### src/rtl/pcp_pkg.sv
package pcp_pkg;
  typedef logic [1:0] conf_t;

  localparam conf_t CONF_INIT = 2'd1;
  localparam conf_t CONF_MIN  = 2'd2;
  localparam conf_t CONF_MAX  = 2'd3;

  function automatic conf_t conf_bump(conf_t c);
    return (c == CONF_MAX) ? c : c + 2'd1;
  endfunction
endpackage

### src/rtl/pcp_train.sv
// Computes the updated successor slots of one table entry for a trained successor.
module pcp_train
  import pcp_pkg::*;
#(
  parameter int ADDR_W  = 16,
  parameter int BREADTH = 2
) (
  input  logic                      hit,
  input  logic [BREADTH*ADDR_W-1:0] in_sa,
  input  logic [BREADTH*2-1:0]      in_sc,
  input  logic [ADDR_W-1:0]         succ,
  output logic [BREADTH*ADDR_W-1:0] out_sa,
  output logic [BREADTH*2-1:0]      out_sc,
  output logic [BREADTH-1:0]        match
);
  logic [BREADTH*2-1:0] base_sc;

  // A missing or re-tagged entry starts from empty slots (confidence 0 = empty)
  assign base_sc = hit ? in_sc : '0;

  always_comb begin
    for (int i = 0; i < BREADTH; i++)
      match[i] = (base_sc[2*i +: 2] != 2'd0) && (in_sa[i*ADDR_W +: ADDR_W] == succ);
  end

  always_comb begin
    int vic;
    vic    = 0;
    out_sa = in_sa;
    out_sc = base_sc;
    for (int i = 1; i < BREADTH; i++)
      if (base_sc[2*i +: 2] < base_sc[2*vic +: 2]) vic = i;
    if (|match) begin
      for (int i = 0; i < BREADTH; i++)
        if (match[i]) out_sc[2*i +: 2] = conf_bump(base_sc[2*i +: 2]);
    end else begin
      for (int i = 0; i < BREADTH; i++)
        if (i == vic) begin
          out_sa[i*ADDR_W +: ADDR_W] = succ;
          out_sc[2*i +: 2]           = CONF_INIT;
        end
    end
  end
endmodule

### src/rtl/pcp_rank.sv
// Picks confident successors of a looked-up entry and orders them by confidence.
module pcp_rank
  import pcp_pkg::*;
#(
  parameter int ADDR_W  = 16,
  parameter int BREADTH = 2
) (
  input  logic                      hit,
  input  logic [BREADTH*ADDR_W-1:0] sa,
  input  logic [BREADTH*2-1:0]      sc,
  output logic [BREADTH-1:0]        lane_v,
  output logic [BREADTH*ADDR_W-1:0] lane_a,
  output logic [BREADTH*2-1:0]      lane_c
);
  logic [BREADTH-1:0] qual;

  always_comb begin
    for (int i = 0; i < BREADTH; i++)
      qual[i] = hit && (sc[2*i +: 2] >= CONF_MIN);
  end

  always_comb begin
    int pos;
    lane_v = '0;
    lane_a = '0;
    lane_c = '0;
    for (int i = 0; i < BREADTH; i++) begin
      pos = 0;
      for (int j = 0; j < BREADTH; j++)
        if (qual[j] && (j != i) &&
            ((sc[2*j +: 2] > sc[2*i +: 2]) ||
             ((sc[2*j +: 2] == sc[2*i +: 2]) && (j < i))))
          pos++;
      if (qual[i]) begin
        lane_v[pos]                  = 1'b1;
        lane_a[pos*ADDR_W +: ADDR_W] = sa[i*ADDR_W +: ADDR_W];
        lane_c[2*pos +: 2]           = sc[2*i +: 2];
      end
    end
  end
endmodule

### src/rtl/corr_prefetch.sv
module corr_prefetch
  import pcp_pkg::*;
#(
  parameter int ADDR_W  = 16,
  parameter int IDX_W   = 3,
  parameter int BREADTH = 2,
  parameter int DEPTH   = 2
) (
  input  logic                      clk,
  input  logic                      rst_n,
  input  logic                      miss_valid,
  input  logic [ADDR_W-1:0]         miss_addr,
  output logic [BREADTH-1:0]        pf_valid,
  output logic [BREADTH*ADDR_W-1:0] pf_addr
);
  localparam int TAG_W   = ADDR_W - IDX_W;
  localparam int ENTRIES = 1 << IDX_W;
  localparam int LVL_W   = $clog2(DEPTH + 1);

  // Table storage
  logic [ENTRIES-1:0]        ent_v_q;
  logic [TAG_W-1:0]          ent_tag_q [ENTRIES];
  logic [BREADTH*ADDR_W-1:0] ent_sa_q  [ENTRIES];
  logic [BREADTH*2-1:0]      ent_sc_q  [ENTRIES];

  logic [ADDR_W-1:0]         prev_q;
  logic                      prev_v_q;
  logic [BREADTH-1:0]        pf_v_q, pf_v_d;
  logic [BREADTH*ADDR_W-1:0] pf_a_q;
  logic [LVL_W-1:0]          lvl_q, lvl_d;
  logic                      issue;

  // Training port: entry of the previous miss
  logic [IDX_W-1:0]          t_idx;
  logic [TAG_W-1:0]          t_tag;
  logic                      t_hit, t_we;
  logic [BREADTH*ADDR_W-1:0] tr_sa;
  logic [BREADTH*2-1:0]      tr_sc;
  logic [BREADTH-1:0]        tr_match;

  assign t_idx = prev_q[IDX_W-1:0];
  assign t_tag = prev_q[ADDR_W-1:IDX_W];
  assign t_hit = ent_v_q[t_idx] && (ent_tag_q[t_idx] == t_tag);
  assign t_we  = miss_valid && prev_v_q;

  pcp_train #(.ADDR_W(ADDR_W), .BREADTH(BREADTH)) u_train (
    .hit(t_hit), .in_sa(ent_sa_q[t_idx]), .in_sc(ent_sc_q[t_idx]),
    .succ(miss_addr), .out_sa(tr_sa), .out_sc(tr_sc), .match(tr_match)
  );

  // Lookup port: a new miss, otherwise the strongest lane of the last level
  logic [ADDR_W-1:0]         l_key;
  logic [IDX_W-1:0]          l_idx;
  logic                      l_hit;
  logic [BREADTH-1:0]        lane_v;
  logic [BREADTH*ADDR_W-1:0] lane_a;
  logic [BREADTH*2-1:0]      lane_c;

  assign l_key = miss_valid ? miss_addr : pf_a_q[ADDR_W-1:0];
  assign l_idx = l_key[IDX_W-1:0];
  assign l_hit = ent_v_q[l_idx] && (ent_tag_q[l_idx] == l_key[ADDR_W-1:IDX_W]);

  pcp_rank #(.ADDR_W(ADDR_W), .BREADTH(BREADTH)) u_rank (
    .hit(l_hit), .sa(ent_sa_q[l_idx]), .sc(ent_sc_q[l_idx]),
    .lane_v(lane_v), .lane_a(lane_a), .lane_c(lane_c)
  );

  // Next-state logic for the chain
  always_comb begin
    issue  = miss_valid ||
             ((lvl_q != '0) && (lvl_q < LVL_W'(DEPTH)) && pf_v_q[0]);
    pf_v_d = issue ? lane_v : '0;
    if (miss_valid)  lvl_d = LVL_W'(1);
    else if (issue)  lvl_d = lvl_q + LVL_W'(1);
    else             lvl_d = '0;
  end

  always_ff @(posedge clk or negedge rst_n) begin
    if (!rst_n) begin
      pf_v_q   <= '0;
      lvl_q    <= '0;
      prev_v_q <= 1'b0;
    end else begin
      pf_v_q <= pf_v_d;
      lvl_q  <= lvl_d;
      if (miss_valid) prev_v_q <= 1'b1;
    end
  end

  always_ff @(posedge clk) begin
    if (issue)      pf_a_q <= lane_a;
    if (miss_valid) prev_q <= miss_addr;
  end

  always_ff @(posedge clk or negedge rst_n) begin
    if (!rst_n) begin
      ent_v_q <= '0;
      for (int e = 0; e < ENTRIES; e++) ent_sc_q[e] <= '0;
    end else if (t_we) begin
      ent_v_q[t_idx]  <= 1'b1;
      ent_sc_q[t_idx] <= tr_sc;
    end
  end

  always_ff @(posedge clk) begin
    if (t_we) begin
      ent_tag_q[t_idx] <= t_tag;
      ent_sa_q[t_idx]  <= tr_sa;
    end
  end

  assign pf_valid = pf_v_q;
  assign pf_addr  = pf_a_q;

  // Assertions
  assert_first_miss_quiet_R1: assert property (@(posedge clk) disable iff (!rst_n)
    (miss_valid && !prev_v_q) |=> (pf_valid == '0));

  assert_depth_bound_R8: assert property (@(posedge clk) disable iff (!rst_n)
    (!miss_valid && (lvl_q == LVL_W'(DEPTH))) |=> (pf_valid == '0));

  assert_single_match_R5: assert property (@(posedge clk) disable iff (!rst_n)
    t_we |-> ($countones(tr_match) <= 1));

  genvar g;
  generate
    for (g = 0; g < BREADTH; g++) begin : g_lane_chk
      assert_lane_conf_R3: assert property (@(posedge clk) disable iff (!rst_n)
        lane_v[g] |-> (lane_c[2*g +: 2] >= CONF_MIN));
      assert_no_wrap_R6: assert property (@(posedge clk) disable iff (!rst_n)
        (t_we && tr_match[g]) |-> (tr_sc[2*g +: 2] != 2'd0));
      if (g > 0) begin : g_ord
        assert_lane_order_R4: assert property (@(posedge clk) disable iff (!rst_n)
          lane_v[g] |-> (lane_v[g-1] && (lane_c[2*(g-1) +: 2] >= lane_c[2*g +: 2])));
      end
    end
  endgenerate
endmodule

### config.mk
export PLATFORM = sky130hd
export DESIGN_NAME = corr_prefetch
export DESIGN_NICKNAME = d
export VERILOG_FILES = /design/src/rtl/pcp_pkg.sv /design/src/rtl/pcp_train.sv /design/src/rtl/pcp_rank.sv /design/src/rtl/corr_prefetch.sv
export SDC_FILE = /design/constraint.sdc
export NUM_CORES = 1
export LEC_CHECK = 0
export BUFFER_PORTS_ARGS = -buffer_cell sky130_fd_sc_hd__buf_2
export CORE_ASPECT_RATIO = 0.7
export CORE_MARGIN = 2
export CORE_UTILIZATION = 35
export DETAILED_ROUTE_END_ITERATION = 12
export HOLD_SLACK_MARGIN = 0.08
export PLACE_DENSITY_LB_ADDON = 0.2
export SLEW_MARGIN = 20
export SYNTH_ARGS = -nofsm -noshare
export SYNTH_HDL_FRONTEND = slang
export SYNTH_HIERARCHICAL = 1
export SYNTH_SLANG_ARGS = --single-unit
### constraint.sdc
create_clock -name clk -period 11 [get_ports clk]
set_input_delay 0.55 -clock clk [delete_from_list [all_inputs] [get_ports clk]]
set_output_delay 0.55 -clock clk [all_outputs]
set_load 0.03 [all_outputs]
==> results of run 1 <==
## worst max-delay path: stages, from the launching register on
cell and delay [ns]:
edfxtp_1 0.35, buf_4 0.21, mux2_8 0.68, buf_4 0.75, mux4_2 0.60, mux2i_1 0.31, xor2_1 0.13, a2111oi_2 0.29
nand4_1 0.20, nor4b_2 0.49, and2_1 0.67, o31a_1 0.75, a22o_1 0.26
## metal layers
metal	wire [um]	vias up	share of wire
met5	0	-	0
met2	27600	467	0.44
met3	5160	67	0.082
met1	29800	6678	0.47
met4	745	0	0.012
li1	-	5277	-
## power by group through the flow
stage | sequential (uW) | combinational [uW] | clock, uW
after detailed placement | 2060 | 513 | 0
after global placement | 2060 | 512 | 0
after CTS | 2020 | 516 | 1570
final | 2020 | 512 | 1530
after floorplan | 2040 | 351 | 0
after global routing | 2030 | 548 | 1640
## sequential cells by signal, summed over array words and instances, names as in the netlist, named ones only
| register | cells |
|---|---|
| ent_sa_q | 256 |
| ent_sc_q | 32 |
| ent_tag_q | 104 |
| ent_v_q | 8 |
| lvl_q | 2 |
| pf_addr | 32 |
| pf_valid | 2 |
| prev_q | 16 |
| prev_v_q | 1 |
## cells in the final DEF (no fill, tap or decap), drive strengths merged, types with 18 or more instances in the layout
cell type  instances
edfxtp           408
mux4             195
nand2            148
mux2             101
buf               74
clkbuf            56
dfrtp             45
xnor2             39
nand3             35
mux2i             35
o21ai             20
clkinv            20
a22o              18
## final timing paths
path / slack, ns / to / start / cells after the start
max: 5.10 / pf_addr[6]$_DFFE_PN_ / pf_addr[0]$_DFFE_PN_ / 12
min: 0.34 / prev_q[6]$_DFFE_PP_ / miss_addr[6] / 1
max reg2reg: 5.10 / pf_addr[6]$_DFFE_PN_ / pf_addr[0]$_DFFE_PN_ / 12
min reg2reg: 0.49 / ent_v_q[3]$_DFFE_PN0P_ / ent_v_q[3]$_DFFE_PN0P_ / 1
max in group asynchronous: 10.03 / ent_v_q[6]$_DFFE_PN0P_ / rst_n / 2
min in group asynchronous: 0.54 / ent_sc_q[30]$_DFFE_PN0P_ / rst_n / 2
## metrics by stage
stage / power (uW) / std cells / setup WS [ns] / instance area (sq um)
after floorplan: 2390 / 1280 / 6.73 / 22300
final: 4070 / 2183 / 5.10 / 24800
after detailed placement: 2570 / 2100 / 4.58 / 23400
after CTS: 4110 / 2181 / 4.83 / 24800
after global placement: 2570 / 2100 / 4.71 / 23400
after global routing: 4220 / 2182 / 4.73 / 24800
## cell type report
cell class	count	area [sq um]
fill	5745	38200
clock buffer	56	1210
multi-input combinational	725	8400
clock inverter	25	219
timing repair buffer	75	438
inverter	16	60.1
tap	829	1040
sequential	456	13400
antenna	1	2.50
==> summary.md, run 1 <==
| Metric | Value |
|---|---|
| Outcome | completed |
| Met1 GRT Util | 0.303 |
| Final Cycle Share | 0.537 |
| Area of the mapped netlist | 22300 sq um |
| Worst Setup End Kind | register |
| Post-DP HPWL | approximately 38 mm |
| Clk root buf | clkbuf_16 |
| CTS tree | done |
| Worst-Skew Late Latency | between 0.5 and 0.6 ns |
| Avg Synthesized Cell Area | 17.4 sq um |
| Vias | approximately 12000 |
| Cells after Synth | 1280 |
| Clk_skew | 0.0212 ns |
| Worst slew pin tran | 1.06 ns |
| Max Slew Vio Count | 0 |
| Die ar. | 65700 sq um |
| Logic pwr share | 0.126 |
| Fmax | 0.169 GHz |
| Ys Warns | 6 |
| Vias in the first global route | 12433 |
| Power Density | between 150 and 200 nW/um^2 |
| Final GP Congestion | about 0.81 |
| H-tree depth | 2 |
| 1st-iter DRT viols | ~1600 |
| Clk sinks | 456 |
| Fraction of layout cells with a size suffix above 1 | 0.337 |
| NetSw | 1010 uW |
| Seq pwr share | 0.497 |
| Chip height | 215 um |
| Clock buffer count from CTS | 45 |
| GRT Util Overall | 0.194 |
| GR Util met2 | 0.281 |
| Pint | between 3000 and 4000 uW |
| Wirelength per Cell | 29.0 um |
| GR Util met3 | 0.0419 |
| Fin. Hold Viols | 0 |
| P&R area growth vs syn | 11.4% |
| Worst-path clk slew | about 0.06 ns |
| Clock Power Share | 0.377 |
| DRC | 0 |
| CTS max path bufs | 3 |
| Max_cap viols | 0 |
| Peak supply drop | 0.106 mV |
| Hold crit path type | primary input to register |
| Core area | around 63000 sq um |
| # nets final | 1342 |
| PortBufs | 52 |
| Drt pass-1 iters | 5 |
| Syn Nets | around 1300 |
| Ports | 53 |
| Period minus WS final | 5.90 ns |
| Post-route ant nets | 0 |
| Rows | 77 |
| Number of setup violations in the final report | 0 |
| Initial core utilization | 0.354 |
| CP Launch Type | register |
| Die Span X | 306 um |
| RSZ-0062 raised after global routing | no |
| LEAKAGE | 0.00832 uW |
| Sw frac | 0.249 |
| Largest net degree at the start of global routing | 59 |
| Setup tns final | 0 ns |
| Final core occ | 0.394 |
| Initial antenna violation count | 3 |
| Worst hold slack | 0.338 ns |
| Via density | 5.72 |
| Grt ovf | 0 |
| Post-CTS Resized | 0 |
| CP Class | register to register |
| Max transition margin | 0.293 |
| Req. time, crit path | around 11 ns |
| Global route hottest layer | met1 |
| Total wire length | around 63 mm |
| Data arrival, critical path | 6.33 ns |
| Global-route wire length before repair | slightly above 90 mm |
| Hold-fix buffers, CTS | 0 |
| Worst-path maximum fanout | 58 |
| Setup Fix Bufs, Post-CTS | 0 |
No activity file was read; power rests on OpenSTA's default activity.
==> inputs of run 2 (changes only) <==
Clock period 11 ns to 5.3 ns, I/O delays scaled along.
==> run 2 against run 1 <==
Net effect:
- clock power is 120% higher
- maximum frequency is 26% higher
- sequential share of layout area is 1.3 points lower
- sequential power is 110% higher
- combinational power is 110% higher
- die area stayed put
- final cell count is 2.2% higher
- flip-flop and latch count stayed put
- clock-buffer cell count is 4 lower
- critical path depth is 3 lower
- power is 110% higher
- utilization is 0.97 points higher
- critical path type unchanged
- critical endpoint is now ent_sa_q[6][31]$_DFFE_PP_
==> summary.md, run 2 (synthesis results as in run 1) <==
| Metric | Value |
|---|---|
| Worst-path clk slew | 0.07 ns (about the same) |
| Worst-path maximum fanout | 30 (-48%) |
| Flip-flop and latch area | 13400 sq um (unchanged) |
| Core area | 63000 sq um (unchanged) |
| RSZ-0062 raised after global routing | no |
| DRC | 0 (unchanged) |
| Clock buffer count from CTS | 46 (+2.2%) |
| Final Cycle Share | 0.886 (+0.349) |
| Multi-input gate area | 8390 sq um (about the same) |
| Power consumption | 8640 uW (+110%) |
| Design Area, Final | 25400 sq um (+2.5%) |
| Max_cap viols | 0 (unchanged) |
| CP Launch Type | register |
| Biggest register | ent_sa_q |
| Max transition margin | 0.308 (+0.0144) |
| Total wire length | 64.8 mm (+2.5%) |
| Clk sinks | 456 (unchanged) |
| Fmax | 0.213 GHz (+26%) |
| Vias | 12726 (+1.9%) |
| Number of setup violations in the final report | 0 (unchanged) |
| Period minus WS final | 4.69 ns (-1.21 ns) |
| Vias in the first global route | 12918 (+3.9%) |
| Post-DP Area | 23800 sq um (+1.8%) |
| Clk_skew | 0.0290 ns (+0.00786 ns) |
| Leading cell type in the layout, fill and taps excluded | edfxtp_1 |
| Worst Setup End Kind | register |
| Data arrival, critical path | 5.01 ns (-1.32 ns) |
| Chip height | 215 um (unchanged) |
| LEAKAGE | 0.00862 uW (+3.6%) |
| GRT Util Overall | 0.199 (+0.00483) |
| Wirelength per Cell | 29.0 um (+0.22%) |
| Largest net degree at the start of global routing | 48 (-19%) |
| Regs by FF count | ent_sa_q x256, ent_tag_q x104 |
| Clk root buf | clkbuf_16 |
| Die ar. | 65700 sq um (unchanged) |
| H-tree depth | 2 (unchanged) |
| Most frequent cells in the layout | 408 x edfxtp_1, 187 x mux4_2, 146 x nand2_1 |
| # fillers | 5683 (-1.1%) |
| Ports | 53 (unchanged) |
| Fraction of layout cells with a size suffix above 1 | 0.357 (+0.0196) |
| Max Slew Vio Count | 0 (unchanged) |
| Power Density | 340 nW/um^2 (+110%) |
| Worst-Skew Late Latency | 0.61 ns (+0.04 ns) |
| Initial antenna violation count | 2 (-1) |
| PortBufs | 52 (unchanged) |
| Hold crit path type | primary input to register |
| Post-CTS Resized | 0 (unchanged) |
| Req. time, crit path | 5.62 ns (-5.80 ns) |
| CTS max path bufs | 3 (unchanged) |
| Grt ovf | 0 (unchanged) |
| 1st-iter DRT viols | 1480 (-7.1%) |
| Post-route ant nets | 0 (unchanged) |
| Max reg flops | 256 (unchanged) |
| Rows | 77 (unchanged) |
| # nets final | 1392 (+3.7%) |
| Post-DP HPWL | 42.1 mm (+9.8%) |
| Global-route wire length before repair | 94.0 mm (+2.4%) |
| Drt pass-1 iters | 5 (unchanged) |
| Setup tns final | 0 ns (unchanged) |
| Die Span X | 306 um (unchanged) |
| Peak supply drop | 0.240 mV (+130%) |
| Final GP Congestion | 0.827 (+2.5%) |
| Setup Fix Bufs, Post-CTS | 0 (unchanged) |
| CTS tree | done |
| Initial core utilization | 0.354 (unchanged) |
| Hold Crit Start | miss_addr[9] |
| P&R area growth vs syn | 14.1% |
| Fin. Hold Viols | 0 (unchanged) |
| Outcome | completed |
| Worst slew pin tran | 1.04 ns (-0.0215 ns) |
| Via density | 5.70 (-0.34%) |
| CP Class | register to register |
-- run 2: cell type report --
cell class              instances  area share
inverters                      16     0.00236
clock inverters                29      0.0131
clock buffers                  52      0.0470
repair buffers                124      0.0376
flip-flops and latches        456       0.529
well taps                     829      0.0408
diodes                          1   0.0000984
multi-input cells             725       0.330
-- run 2: worst max-delay path, cell delays in order, from the launching register on --
cell	delay (ns)
dfxtp_4	0.72
buf_12	0.35
mux4_2	0.54
mux2_2	0.31
xnor2_1	0.24
nand4_1	0.39
nor4_4	0.62
a221o_1	0.35
buf_4	0.37
mux2_2	0.46
-- run 2: power by group --
part / switching [uW] / total (uW) / internal [uW]
clock network: 1440 / 3360 / 1920
registers: 112 / 4200 / 4090
logic: 609 / 1080 / 472
-- run 2: worst paths after layout --
path / to / slack (ns) / cells after the start
worst max register to register: ent_sa_q[6][31]$_DFFE_PP_ / 0.61 / 9
worst min-delay path: prev_q[9]$_DFFE_PP_ / 0.11 / 1
max in group asynchronous: ent_v_q[1]$_DFFE_PN0P_ / 4.64 / 2
min in group asynchronous: ent_sc_q[11]$_DFFE_PN0P_ / 0.23 / 2
worst max-delay path: ent_sa_q[6][31]$_DFFE_PP_ / 0.61 / 9
worst min register to register: lvl_q[0]$_DFF_PN0_ / 0.48 / 1
-- run 2: repair_timing --
item / CTS / global route
hold buffers: 11 / 0
setup endpoints to repair: 0 / 0
hold endpoints to repair: 55 / 0
-- run 2: per-layer routing --
metal / vias up / global-route usage / wire length [um]
met3: 87 / 0.0411 / 4900
met2: 454 / 0.297 / 28900
met1: 6824 / 0.295 / 29600
met4: 0 / 0.0504 / 1400
met5: - / 0 / 0
li1: 5361 / - / -
-- run 2: stage by stage --
| step | std cells | setup WS [ns] | util | hold WS [ns] |
|---|---|---|---|---|
| floorplan | 1280 | 1.03 | - | -0.0306 |
| global placement | 2137 | 0.633 | 0.377 | 0.460 |
| detailed placement | 2139 | 0.641 | 0.377 | 0.472 |
| CTS | 2231 | 0.612 | 0.403 | 0.0837 |
| global route | 2231 | 0.459 | 0.403 | 0.0943 |
| finish | 2232 | 0.607 | 0.404 | 0.112 |
==> inputs of run 3 (changes only) <==
Settings changed: CTS_BUF_LIST from default to sky130_fd_sc_hd__clkbuf_8.
==> run 3 against run 2 <==
Net effect:
- clock power down 16%
- hold slack better by 0.058 ns
- die area unchanged
- cell area down 0.71%
- combinational power about the same
- clock skew about the same
- clock-buffer cell count up 24
- register-to-register slack about the same
- sequential power about the same
- largest power group unchanged
==> summary.md, run 3 (synthesis results as in run 1) <==
| Metric | Value |
|---|---|
| Number of setup violations in the final report | 0 (unchanged) |
| PortBufs | 52 (unchanged) |
| Fmax | 0.214 GHz (+0.28%) |
| Worst-path cell chain | buf_12 -> mux4_2 -> mux2_2 -> xnor2_1 -> nand4_1 -> nor4_4 -> a221o_1 -> buf_4 -> mux2_2 |
| Ports | 53 (unchanged) |
| Outcome | completed |
| Final Cycle Share | 0.883 (-0.00250) |
| Final GP Congestion | 0.827 (unchanged) |
| Post-route ant nets | 0 (unchanged) |
| Most frequent cells in the layout | 408 x edfxtp_1, 187 x mux4_2, 146 x nand2_1 |
| Global-route wire length before repair | 94.3 mm (+0.39%) |
| Hold-fix buffers, CTS | 15 (+4) |
| RSZ-0062 raised after global routing | no |
| Biggest register | ent_sa_q |
| Design Area, Final | 25200 sq um (-0.71%) |
| Max reg flops | 256 (unchanged) |
| Clk root buf | clkbuf_8 |
| Req. time, crit path | 5.69 ns (+0.07 ns) |
| Flip-flop and latch area | 13400 sq um (unchanged) |
| Multi-input gate area | 8390 sq um (unchanged) |
| Chip height | 215 um (unchanged) |
| Clock buffer count from CTS | 74 (+61%) |
| Max transition margin | 0.294 (-0.0136) |
| Setup Fix Bufs, Post-CTS | 0 (unchanged) |
| Die ar. | 65700 sq um (unchanged) |
| Clk sinks | 456 (unchanged) |
| CTS max path bufs | 3 (unchanged) |
| Largest net degree at the start of global routing | 48 (unchanged) |
| P&R area growth vs syn | 13.3% |
| Fin. Hold Viols | 0 (unchanged) |
| Slowest cell on crit path | dfxtp_4 |
| # nets final | 1424 (+2.3%) |
| Period minus WS final | 4.68 ns (-0.0132 ns) |
| Drt pass-1 iters | 5 (unchanged) |
| Hold crit path type | primary input to asynchronous set/reset pin |
| Max Slew Vio Count | 0 (unchanged) |
| Worst Setup End Kind | register |
| Post-DP HPWL | 42.1 mm (unchanged) |
| Worst slew pin tran | 1.06 ns (+0.0204 ns) |
| Setup tns final | 0 ns (unchanged) |
| CP Launch Type | register |
| CTS tree | done |
| Clk_skew | 0.0291 ns (+0.0000701 ns) |
| 1st-iter DRT viols | 1283 (-13%) |
| DRC | 0 (unchanged) |
| GRT Util Overall | 0.200 (+0.00148) |
| Die Span X | 306 um (unchanged) |
| Via density | 5.64 (-1.1%) |
| Worst-Skew Late Latency | 0.68 ns (+0.07 ns) |
| Worst-path clk slew | 0.07 ns (about the same) |
| Initial core utilization | 0.354 (unchanged) |
| LEAKAGE | 0.00865 uW (+0.44%) |
| Power Density | 321 nW/um^2 (-5.5%) |
| Vias | 12883 (+1.2%) |
| Largest incremental delay on the critical path | 0.72 ns (about the same) |
| Most used cell, CP | mux2_2 |
| # fillers | 5735 (+0.92%) |
| Core area | 63000 sq um (unchanged) |
| Grt ovf | 0 (unchanged) |
| Post-CTS Resized | 0 (unchanged) |
| Rows | 77 (unchanged) |
| Regs by FF count | ent_sa_q x256, ent_tag_q x104 |
| CP Class | register to register |
| Worst-path maximum fanout | 30 (unchanged) |
| Leading cell type in the layout, fill and taps excluded | edfxtp_1 |
| Total wire length | 65.4 mm (+0.87%) |
| Peak supply drop | 0.150 mV (-38%) |
| Max_cap viols | 0 (unchanged) |
| Fraction of layout cells with a size suffix above 1 | 0.358 (+0.00144) |
| Wirelength per Cell | 28.6 um (-1.5%) |
| Vias in the first global route | 13159 (+1.9%) |
| H-tree depth | 3 (+1) |
| Initial antenna violation count | 2 (unchanged) |
| Data arrival, critical path | 5.07 ns (+0.06 ns) |
| Post-DP Area | 23800 sq um (unchanged) |
run 3: cell types whose count changed in the layout (fill, tap and decap cells not counted):
cell	change
clkbuf_8	+76
clkbuf_16	-47
inv_1	+22
clkinv_1	+11
bufinv_16	-5
clkbuf_1	-5
dlygate4sd3_1	+4
clkinv_2	+3
clkinv_4	-3
clkinvlp_4	-3
clkinv_8	-2
inv_6	+1
inv_8	+1
run 3: final timing paths:
kind / endpoint / from / slack [ns] / cells past startpoint
max: ent_sa_q[6][23]$_DFFE_PP_ / register / 0.62 / 9
min: ent_sc_q[1]$_DFFE_PN0P_ / rst_n / 0.17 / 2
max reg2reg: ent_sa_q[6][23]$_DFFE_PP_ / register / 0.62 / 9
min reg2reg: lvl_q[0]$_DFF_PN0_ / lvl_q[0]$_DFF_PN0_ / 0.48 / 1
max in group asynchronous: ent_v_q[0]$_DFFE_PN0P_ / rst_n / 4.71 / 2
min in group clk: prev_q[0]$_DFFE_PP_ / miss_addr[0] / 0.17 / 2
run 3: stage by stage:
stage | setup WS (ns) | instances | total power (uW) | utilization | hold WS (ns)
after global routing | 0.463 | 2284 | 8420 | 0.401 | 0.111
after floorplan | 1.03 | 1280 | 4960 | - | -0.0306
final | 0.620 | 2285 | 8110 | 0.401 | 0.170
after detailed placement | 0.641 | 2139 | 5360 | 0.377 | 0.472
after global placement | 0.633 | 2137 | 5350 | 0.377 | 0.460
after CTS | 0.607 | 2284 | 8200 | 0.401 | 0.120
run 3: power by group:
part,switching (uW),internal (uW)
sequential,112,4090
clock,1440,1380
combinational,612,474
total,2160,5950
run 3: cell type report:
| type | count | area share |
|---|---|---|
| inverter | 16 | 0.00238 |
| sequential | 456 | 0.533 |
| clock inverter | 54 | 0.0104 |
| timing repair buffer | 128 | 0.0395 |
| antenna | 1 | 0.0000991 |
| clock buffer | 76 | 0.0414 |
| tap | 829 | 0.0411 |
| multi-input combinational | 725 | 0.332 |
run 3: layer usage:
layer,GRT usage,wire length (um),up-vias
met5,0,0,-
met4,0.0489,1380,0
met3,0.0509,5120,95
met2,0.298,29200,525
met1,0.293,29600,6827
li1,-,-,5436
run 3: critical path, delay by kind of cell, from the launching register on:
family                    cells  cell delay, ns
AOI/OAI and AO/OA             1            0.34
xor gates and xnor gates      1            0.23
buffers and inverters         2            0.72
DFF                           1            0.72
muxes                         3            1.31
and+or+nand+nor               2            1.03
